===== src/rtl/pwrup_seq_pkg.sv =====
// Package: shared state encoding and tri-level strap decoding for the
// power-up sequencer. Assumes the strap level codes 00/01/10 = low/mid/high.
package pwrup_seq_pkg;

    typedef enum logic [1:0] {
        PS_OFF   = 2'd0,
        PS_DELAY = 2'd1,
        PS_WAIT  = 2'd2,
        PS_RUN   = 2'd3
    } pwr_state_e;

    localparam logic [1:0] LVL_LOW  = 2'd0;
    localparam logic [1:0] LVL_MID  = 2'd1;
    localparam logic [1:0] LVL_HIGH = 2'd2;

    // Map a raw tri-level code to a level; the unused code reads as mid.
    function automatic logic [1:0] tri_level(input logic [1:0] raw);
        return (raw == 2'd3) ? LVL_MID : raw;
    endfunction

endpackage


===== src/rtl/pwrup_seq_sync.sv =====
// Module: multi-stage synchronizer for the asynchronous power pin.
// Assumes STAGES >= 2; the output lags the input by STAGES edges.
module pwrup_seq_sync #(
    parameter int STAGES = 2
) (
    input  logic clk,
    input  logic rst_n,
    input  logic din,
    output logic dout
);
    logic [STAGES-1:0] chain_q;

    // Shift the pin through the flip-flop chain.
    always_ff @(posedge clk) begin
        if (!rst_n) chain_q <= '0;
        else        chain_q <= {chain_q[STAGES-2:0], din};
    end

    assign dout = chain_q[STAGES-1];
endmodule


===== src/rtl/pwrup_seq_timer.sv =====
// Module: settling-delay counter. Counts while enabled, clears otherwise,
// and flags the last cycle of a TICKS-long window. Assumes TICKS >= 2.
module pwrup_seq_timer #(
    parameter int TICKS = 20000
) (
    input  logic clk,
    input  logic rst_n,
    input  logic en,
    output logic done
);
    localparam int CW = $clog2(TICKS);
    localparam logic [CW-1:0] LAST = CW'(TICKS - 1);

    logic [CW-1:0] cnt_q;

    // Advance the window count while the delay state is active.
    always_ff @(posedge clk) begin
        if (!rst_n || !en) cnt_q <= '0;
        else if (cnt_q != LAST) cnt_q <= cnt_q + 1'b1;
    end

    assign done = en && (cnt_q == LAST);

    AST_CNT_BOUND: assert property (@(posedge clk) disable iff (!rst_n)
        cnt_q <= LAST);
endmodule


===== src/rtl/pwrup_seq_strap.sv =====
// Module: one-shot strap capture. Samples the frequency and address straps
// on the first rise of the synchronized power pin after the supply is valid,
// then holds them until the supply is lost.
module pwrup_seq_strap
    import pwrup_seq_pkg::*;
#(
    parameter int IDX_W = 4
) (
    input  logic             clk,
    input  logic             rst_n,
    input  logic             supply_ok,
    input  logic             pin_sync,
    input  logic             freq_strap,
    input  logic [1:0]       addr_strap0,
    input  logic [1:0]       addr_strap1,
    output logic             cfg_valid,
    output logic             cfg_freq_100,
    output logic [IDX_W-1:0] cfg_addr_idx
);
    logic             prev_q;
    logic             valid_q;
    logic             freq_q;
    logic [IDX_W-1:0] idx_q;
    logic [IDX_W-1:0] idx_now;
    logic             first_rise;

    // Decode the two tri-level straps into one address index.
    always_comb begin
        idx_now = IDX_W'(tri_level(addr_strap1)) * IDX_W'(3)
                + IDX_W'(tri_level(addr_strap0));
    end

    assign first_rise = pin_sync && !prev_q && !valid_q;

    // Track the pin and capture the straps only on its first rise.
    always_ff @(posedge clk) begin
        if (!rst_n) begin
            prev_q  <= 1'b0;
            valid_q <= 1'b0;
            freq_q  <= 1'b0;
            idx_q   <= '0;
        end else if (!supply_ok) begin
            prev_q  <= 1'b0;
            valid_q <= 1'b0;
        end else begin
            prev_q <= pin_sync;
            if (first_rise) begin
                valid_q <= 1'b1;
                freq_q  <= freq_strap;
                idx_q   <= idx_now;
            end
        end
    end

    assign cfg_valid    = valid_q;
    assign cfg_freq_100 = freq_q;
    assign cfg_addr_idx = idx_q;

    AST_CFG_HELD: assert property (@(posedge clk) disable iff (!rst_n)
        (valid_q && $past(valid_q)) |-> $stable({freq_q, idx_q}));
endmodule


===== src/rtl/pwrup_sequencer.sv =====
// Module: four-state power-up sequencer (off, settle, wait, run).
// Assumes clk_detect and pll_locked are synchronous to clk; pwr_pin is
// asynchronous and is synchronized here. Outputs run only in the run state.
module pwrup_sequencer
    import pwrup_seq_pkg::*;
#(
    parameter int DELAY_TICKS = 20000,
    parameter int SYNC_STAGES = 2
) (
    input  logic       clk,
    input  logic       rst_n,
    input  logic       supply_ok,
    input  logic       pwr_pin,
    input  logic       clk_detect,
    input  logic       pll_locked,
    input  logic       freq_strap,
    input  logic [1:0] addr_strap0,
    input  logic [1:0] addr_strap1,
    output logic [1:0] state,
    output logic       out_enable,
    output logic       cfg_valid,
    output logic       cfg_freq_100,
    output logic [3:0] cfg_addr_idx
);
    localparam int IDX_W = 4;

    pwr_state_e state_q;
    logic       pin_sync;
    logic       delay_done;
    logic       run_ok;

    pwrup_seq_sync #(.STAGES(SYNC_STAGES)) u_sync (
        .clk  (clk),
        .rst_n(rst_n),
        .din  (pwr_pin),
        .dout (pin_sync)
    );

    pwrup_seq_timer #(.TICKS(DELAY_TICKS)) u_timer (
        .clk  (clk),
        .rst_n(rst_n),
        .en   (state_q == PS_DELAY),
        .done (delay_done)
    );

    pwrup_seq_strap #(.IDX_W(IDX_W)) u_strap (
        .clk         (clk),
        .rst_n       (rst_n),
        .supply_ok   (supply_ok),
        .pin_sync    (pin_sync),
        .freq_strap  (freq_strap),
        .addr_strap0 (addr_strap0),
        .addr_strap1 (addr_strap1),
        .cfg_valid   (cfg_valid),
        .cfg_freq_100(cfg_freq_100),
        .cfg_addr_idx(cfg_addr_idx)
    );

    assign run_ok = pin_sync && clk_detect && pll_locked;

    // Sequence the states; loss of supply wins over everything.
    always_ff @(posedge clk) begin
        if (!rst_n || !supply_ok) begin
            state_q <= PS_OFF;
        end else begin
            unique case (state_q)
                PS_OFF:   state_q <= PS_DELAY;
                PS_DELAY: if (delay_done) state_q <= PS_WAIT;
                PS_WAIT:  if (run_ok)     state_q <= PS_RUN;
                PS_RUN:   if (!run_ok)    state_q <= PS_WAIT;
                default:  state_q <= PS_OFF;
            endcase
        end
    end

    assign state      = state_q;
    assign out_enable = (state_q == PS_RUN);

    AST_SUPPLY_DROP: assert property (@(posedge clk) disable iff (!rst_n)
        !supply_ok |=> (state == 2'd0 && !cfg_valid));

    AST_DELAY_EXIT: assert property (@(posedge clk) disable iff (!rst_n)
        (state_q == PS_DELAY && delay_done && supply_ok) |=> state == 2'd2);

    AST_EN_NEEDS_CLOCK: assert property (@(posedge clk) disable iff (!rst_n)
        $rose(out_enable) |-> $past(clk_detect && pll_locked && supply_ok));

    AST_LOCK_LOSS: assert property (@(posedge clk) disable iff (!rst_n)
        (state_q == PS_RUN && supply_ok && !pll_locked) |=> state == 2'd2);
endmodule


===== config.mk =====
export PLATFORM = sky130hd
export DESIGN_NAME = pwrup_sequencer
export DESIGN_NICKNAME = d
export VERILOG_FILES = /design/src/rtl/pwrup_seq_pkg.sv /design/src/rtl/pwrup_seq_sync.sv /design/src/rtl/pwrup_seq_timer.sv /design/src/rtl/pwrup_seq_strap.sv /design/src/rtl/pwrup_sequencer.sv
export SDC_FILE = /design/constraint.sdc
export NUM_CORES = 1
export LEC_CHECK = 0
export BUFFER_PORTS_ARGS = -buffer_cell sky130_fd_sc_hd__buf_2
export CORE_UTILIZATION = 61
export CTS_BUF_LIST = sky130_fd_sc_hd__clkbuf_8
export CTS_CLUSTER_DIAMETER = 60
export DETAILED_ROUTE_END_ITERATION = 7
export GPL_TIMING_DRIVEN = 0
export HOLD_SLACK_MARGIN = 0.12
export PLACE_DENSITY = 0.85
export RECOVER_POWER = 25
export SYNTH_ARGS = -nofsm -noshare
export SYNTH_HDL_FRONTEND = slang
export SYNTH_SLANG_ARGS = --single-unit

===== constraint.sdc =====
create_clock -name clk -period 2.8 [get_ports clk]
set_input_delay 0.56 -clock clk [delete_from_list [all_inputs] [get_ports clk]]
set_output_delay 0.56 -clock clk [all_outputs]
set_load 0.05 [all_outputs]

* After elaboration in Yosys (flattened, before gate mapping)
Index checks and enable logic that the tools add are counted.
** Word-level totals
- Register bits after elaboration :: 26
- Latch bits :: 0
- Bits in writable memories :: 0
- Bits in read-only memories :: 0
- Input port bits :: 11
- Word-level logic and storage cells :: 42
- Memories :: 0
** Cells by class
- Add/subtract/negate cells :: 2
- $mul :: 1
- Div/mod/pow operators :: 0
- Order comparisons :: 0
- Eq/ne operators :: 10
- Shift-type cells :: 0
- Muxes and demuxes :: 6
- Bitwise operators :: 0
- Reduce and logical (&&, ||, !) cells :: 16
** Operator list (number)
- adder 15 x 1 -> 15 bit, second input constant :: 1
- == test 15 bit, second input constant :: 1
- != test 15 bit, second input constant :: 1
- 2-to-1 mux 2 bit :: 5
- == test 2 bit, second input constant :: 4
- case mux 2 bit (4 select lines) :: 1
- != test 2 bit, second input constant :: 3
- logical AND 1 bit :: 5
- zero test 1 bit :: 5
- adder 4 x 2 -> 4 bit :: 1
- multiplier 2 x 2 -> 4 bit, second input constant :: 1
- AND reduction 2 bit :: 2
- AND reduction 3 bit :: 1
- == test 2 x 1 -> 1 bit, second input constant :: 1
- zero test 2 bit :: 1
- logical OR 1 bit :: 2

* Longest topological paths before layout
- Depth after elaboration :: 4
- Mapped depth :: 6

* Cells and area by module
A second synthesis with hierarchy kept.
** Unflattened totals
- Cells, all modules :: 134
- Area total of the unflattened synthesis :: 1224.9 sq um
** By module, submodules not included
- pwrup_seq_timer :: instances 1, cells an instance 83, area each 706.9 sq um, sequential area each 300.3 sq um
- pwrup_seq_strap :: instances 1, cells an instance 38, area each 369.1 sq um, sequential area each 140.1 sq um
- pwrup_sequencer :: instances 1, cells an instance 9, area each 96.3 sq um, sequential area each 40.0 sq um
- pwrup_seq_sync :: instances 1, cells an instance 4, area each 52.6 sq um, sequential area each 40.0 sq um

* Least setup slack after synthesis
No wires, ideal clock.
- Path type :: input-to-reg
- Start :: input addr_strap1[0]
- End :: register u_strap.idx_q[2] (netlist: u_strap.cfg_addr_idx[2])
- Arrival :: 1.905 ns
- Data required time :: 2.683 ns
- Path slack :: 0.778 ns
- Stages on the path :: 6
- Path through :: or2_2 -> ha_1 -> ha_1 -> fa_1 -> mux2i_1 -> nor2b_1
** Between the ends
- Word-level cells in the longest chain between the ends :: 4
** Ends and longest elaborated chain
- start: declaration :: RTL line pwrup_sequencer.sv:18 : input logic [1:0] addr_strap1,
- == test 2 bit :: RTL line pwrup_seq_pkg.sv:18 : return (raw == 2'd3) ? LVL_MID : raw;
- 2-to-1 mux 2 bit (*) :: RTL line pwrup_seq_pkg.sv:18
- multiplier 2 x 2 -> 4 bit (*) :: RTL line pwrup_seq_strap.sv:29 : idx_now = IDX_W'(tri_level(addr_strap1)) * IDX_W'(3)
- adder 4 x 2 -> 4 bit (*) :: RTL line pwrup_seq_strap.sv:30 : + IDX_W'(tri_level(addr_strap0));
- named net u_strap.idx_now[2] :: RTL line pwrup_seq_strap.sv:24 : logic [IDX_W-1:0] idx_now;
- end signal: assignment :: RTL line pwrup_seq_strap.sv:50 : idx_q <= idx_now;
- end: declaration :: RTL line pwrup_seq_strap.sv:23 : logic [IDX_W-1:0] idx_q;
Mark *: on every way through the listed nets, which the timed path passes. The rest lies on a longest branch.
A chain may end at the register's enable or synchronous reset.

* Final worst setup path
- Start :: register u_timer.cnt_q[5]
- End :: register u_timer.cnt_q[1]
** Between the ends
- Word-level cells in the longest chain between the ends :: 1
** Ends and longest elaborated chain
- start: declaration :: RTL line pwrup_seq_timer.sv:14 : logic [CW-1:0] cnt_q;
- start signal: assignment :: RTL line pwrup_seq_timer.sv:19 : else if (cnt_q != LAST) cnt_q <= cnt_q + 1'b1;
- != test 15 bit :: RTL line pwrup_seq_timer.sv:19
Every way passes these cells.

==> impl_metrics.tcl <==
set metrics [dict create \
    top_layer_used "met4" \
    path_class "flip-flop to flip-flop" \
    power.total_mw 0.630 \
    coreArea_um2 1780 \
    drt_iter0_drc 36 \
    initial_core_util 0.677 \
    grt_overflow 0 \
    outcome "finished, final reports clean" \
    tightest_slew_ps 587 \
    netlist_instances 131 \
    grt_max_degree 14 \
    grt_setup_unrepaired "false" \
    fp-row-count 15 \
    dp.cells 175 \
    max_freq_mhz 523 \
    nets 171 \
    cp-startpoint "u_timer.cnt_q[5]" \
    synth_nets 147 \
    portBuffers 19 \
    synth_area_leaders "dfxtp_1 43%, mux2i_1 5.8%, nor2_1 5.3%, xnor2_1 5.1%, ha_1 4.1%" \
    dr.pass1.iters 4 \
    post-cts-setup-buffer-count 0 \
    synthToLayoutAreaGrowth_pct 13.1 \
    finalHoldViolCount 0 \
    yosysTopAreaCell "dfxtp_1" \
    hp-class "flip-flop to flip-flop" \
    min_period_ps 1910 \
    top_level_ports 20 \
    reg2regPathDepth 4 \
    clk_latency_ps 270 \
    clock_tree.buffer_depth 2 \
    drt_wl_total_mm 2.17 \
    avgSynthCellArea_um2 9.22 \
    ant_nets 0 \
    dr_wl_met2_mm 1.00 \
    ys_seq_area_frac 0.431 \
    worst_clock_skew_ps 4.32 \
    vias 977 \
    wl_met1_mm 1.04 \
    die_height_um 46.5 \
    hold_buffers 0 \
    fill_cells 147 \
    crit_arrival_ps 2060 \
    max_cap_violations 0 \
    n_antenna_cell 0 \
    synth-main-ff-cell "dfxtp_1" \
    drive_gt1_frac 0.170 \
    gr-usage-all-layers 0.225 \
    cts_max_level 1 \
    worstPathRequired_ps 2950 \
    viasPerCell 5.49 \
    regToRegEndpoint "u_timer.cnt_q[1]" \
    gp_congestion 0.875 \
    netlist_area_um2 1210 \
    end_kind "flip-flop" \
    die_x_um 46.5 \
    clk_pin_slew_ps 80 \
    grt_pass1_vias 820 \
    route.met3.wl_um 83 \
    synthArstFlopShare 0 \
    crit_end "u_timer.cnt_q[1]" \
    regArea_um2 520 \
    yosysWarnings 0 \
    peakVddDrop_mv 0.304 \
    antenna_found_initial 0 \
    synth_edf_count 0 \
    ys_ff_latch 26 \
    cts.sinks 26 \
    setup_slack_ps 887 \
    dp_slack_ps 603 \
    cts_buffers 3 \
    final_cells 178 \
    power.leakage_nw 0.520 \
    grt_pass1_wl_mm 3.44 \
    multiInputGateArea_um2 646 \
    path_max_fanout 8 \
    maxSlewHeadroom 0.610 \
    wl_per_cell_um 12.2 \
    cts_resized 0 \
    post-route-period-util 0.683 \
    clock-root-buffer "clkbuf_8" \
    crit_path_start_kind "flip-flop" \
    regToRegSetupSlack_ps 890 \
    hpwl_mm 1.55 \
    finalSetupTns_ps 0 \
    timing.final.max_slew_violations 0 \
    synth.distinct_cells 34 \
    synth_top_area_frac 0.431 \
    setup_viol 0 \
    power_density_nw_per_um2 461 \
    cts_tree "done" \
    fp.dieArea_um2 2160 \
    reg2reg_from "u_timer.cnt_q[5]" \
    remaining_drc_errors 0 \
    worst_hold_slack_ps 468 \
]
[area by class of cell]
cell class / instances / area share
clock buffer: 3 / 0.0302
timing repair buffer: 19 / 0.0678
inverter: 4 / 0.0110
buffer: 5 / 0.0137
sequential: 26 / 0.381
tap: 25 / 0.0229
multi-input combinational: 96 / 0.473
[worst min-delay path by stage]
stage | from | to | depth (start not counted)
after floorplan | u_sync.chain_q[0] | u_sync.chain_q[1] | 1
after global placement | u_sync.chain_q[0] | u_sync.chain_q[1] | 1
after detailed placement | u_sync.chain_q[0] | u_sync.chain_q[1] | 1
after CTS | u_sync.chain_q[0] | u_sync.chain_q[1] | 1
after global routing | u_sync.chain_q[0] | u_sync.chain_q[1] | 1
final | u_sync.chain_q[0] | u_sync.chain_q[1] | 1
[cell usage after synthesis, types with 2 or more instances]
| cell type | instances |
|---|---|
| dfxtp_1 | 26 |
| nor2_1 | 17 |
| nand2_1 | 11 |
| mux2i_1 | 7 |
| nor2b_1 | 7 |
| xnor2_1 | 7 |
| a21oi_1 | 4 |
| clkbuf_1 | 4 |
| ha_1 | 4 |
| inv_1 | 4 |
| nand3_1 | 4 |
| nor3_1 | 4 |
| and2_1 | 3 |
| and3_1 | 3 |
| nand4_1 | 3 |
| nor4_1 | 3 |
| or2_2 | 2 |
| or4b_4 | 2 |
[sequential cells by signal, indices dropped and copies added, names as in the netlist]
signal / flops
u_sync.chain_q: 2
u_timer.cnt_q: 15
state: 2
u_strap.cfg_valid: 1
u_strap.prev_q: 1
u_strap.cfg_freq_100: 1
u_strap.cfg_addr_idx: 4
[layer usage]
layer | global-route usage | up-vias
met3 | 0.0353 | 5
met2 | 0.342 | 28
met4 | 0.0882 | 0
li1 | - | 497
met5 | 0 | -
met1 | 0.316 | 447
[per-stage QoR]
| stage | cell area [µm²] | utilization |
|---|---|---|
| after floorplan | 1210 | - |
| after global placement | 1330 | 0.748 |
| after detailed placement | 1330 | 0.748 |
| after CTS | 1380 | 0.771 |
| after global routing | 1370 | 0.766 |
| final | 1370 | 0.766 |
[power by group]
part	switching (mW)	internal, mW
Clock	0.111	0.0964
Combinational	0.0264	0.0190
Sequential	0.00322	0.374
Total	0.140	0.490
[worst max-delay path, stage by stage (launching register included)]
cell	delay (ps)
dfxtp_1	370
or4b_4	570
nor4_4	530
mux2i_1	270
nor2_1	60
[layout by cell type (no fill, tap or decap), drive strengths merged, types with 7 or more instances in the layout]
cell,count
buf,17
nor2b,7
dfxtp,26
nand2,11
clkbuf,10
xnor2,7
mux2i,7
nor2,17
[kinds of logic (layout without fill, tap and decap cells)]
kind of cell,Yosys count,in the layout,synth area share
AND/OR/NAND/NOR,65,65,0.302
flip-flops,26,26,0.431
AO/OA/AOI/OAI,11,11,0.0591
buffers and inverters,9,31,0.0342
XOR/XNOR,8,8,0.0580
multiplexers,7,7,0.0580
adder cells (fa/ha/maj),5,5,0.0580
Power figures use the tool's default switching activity.
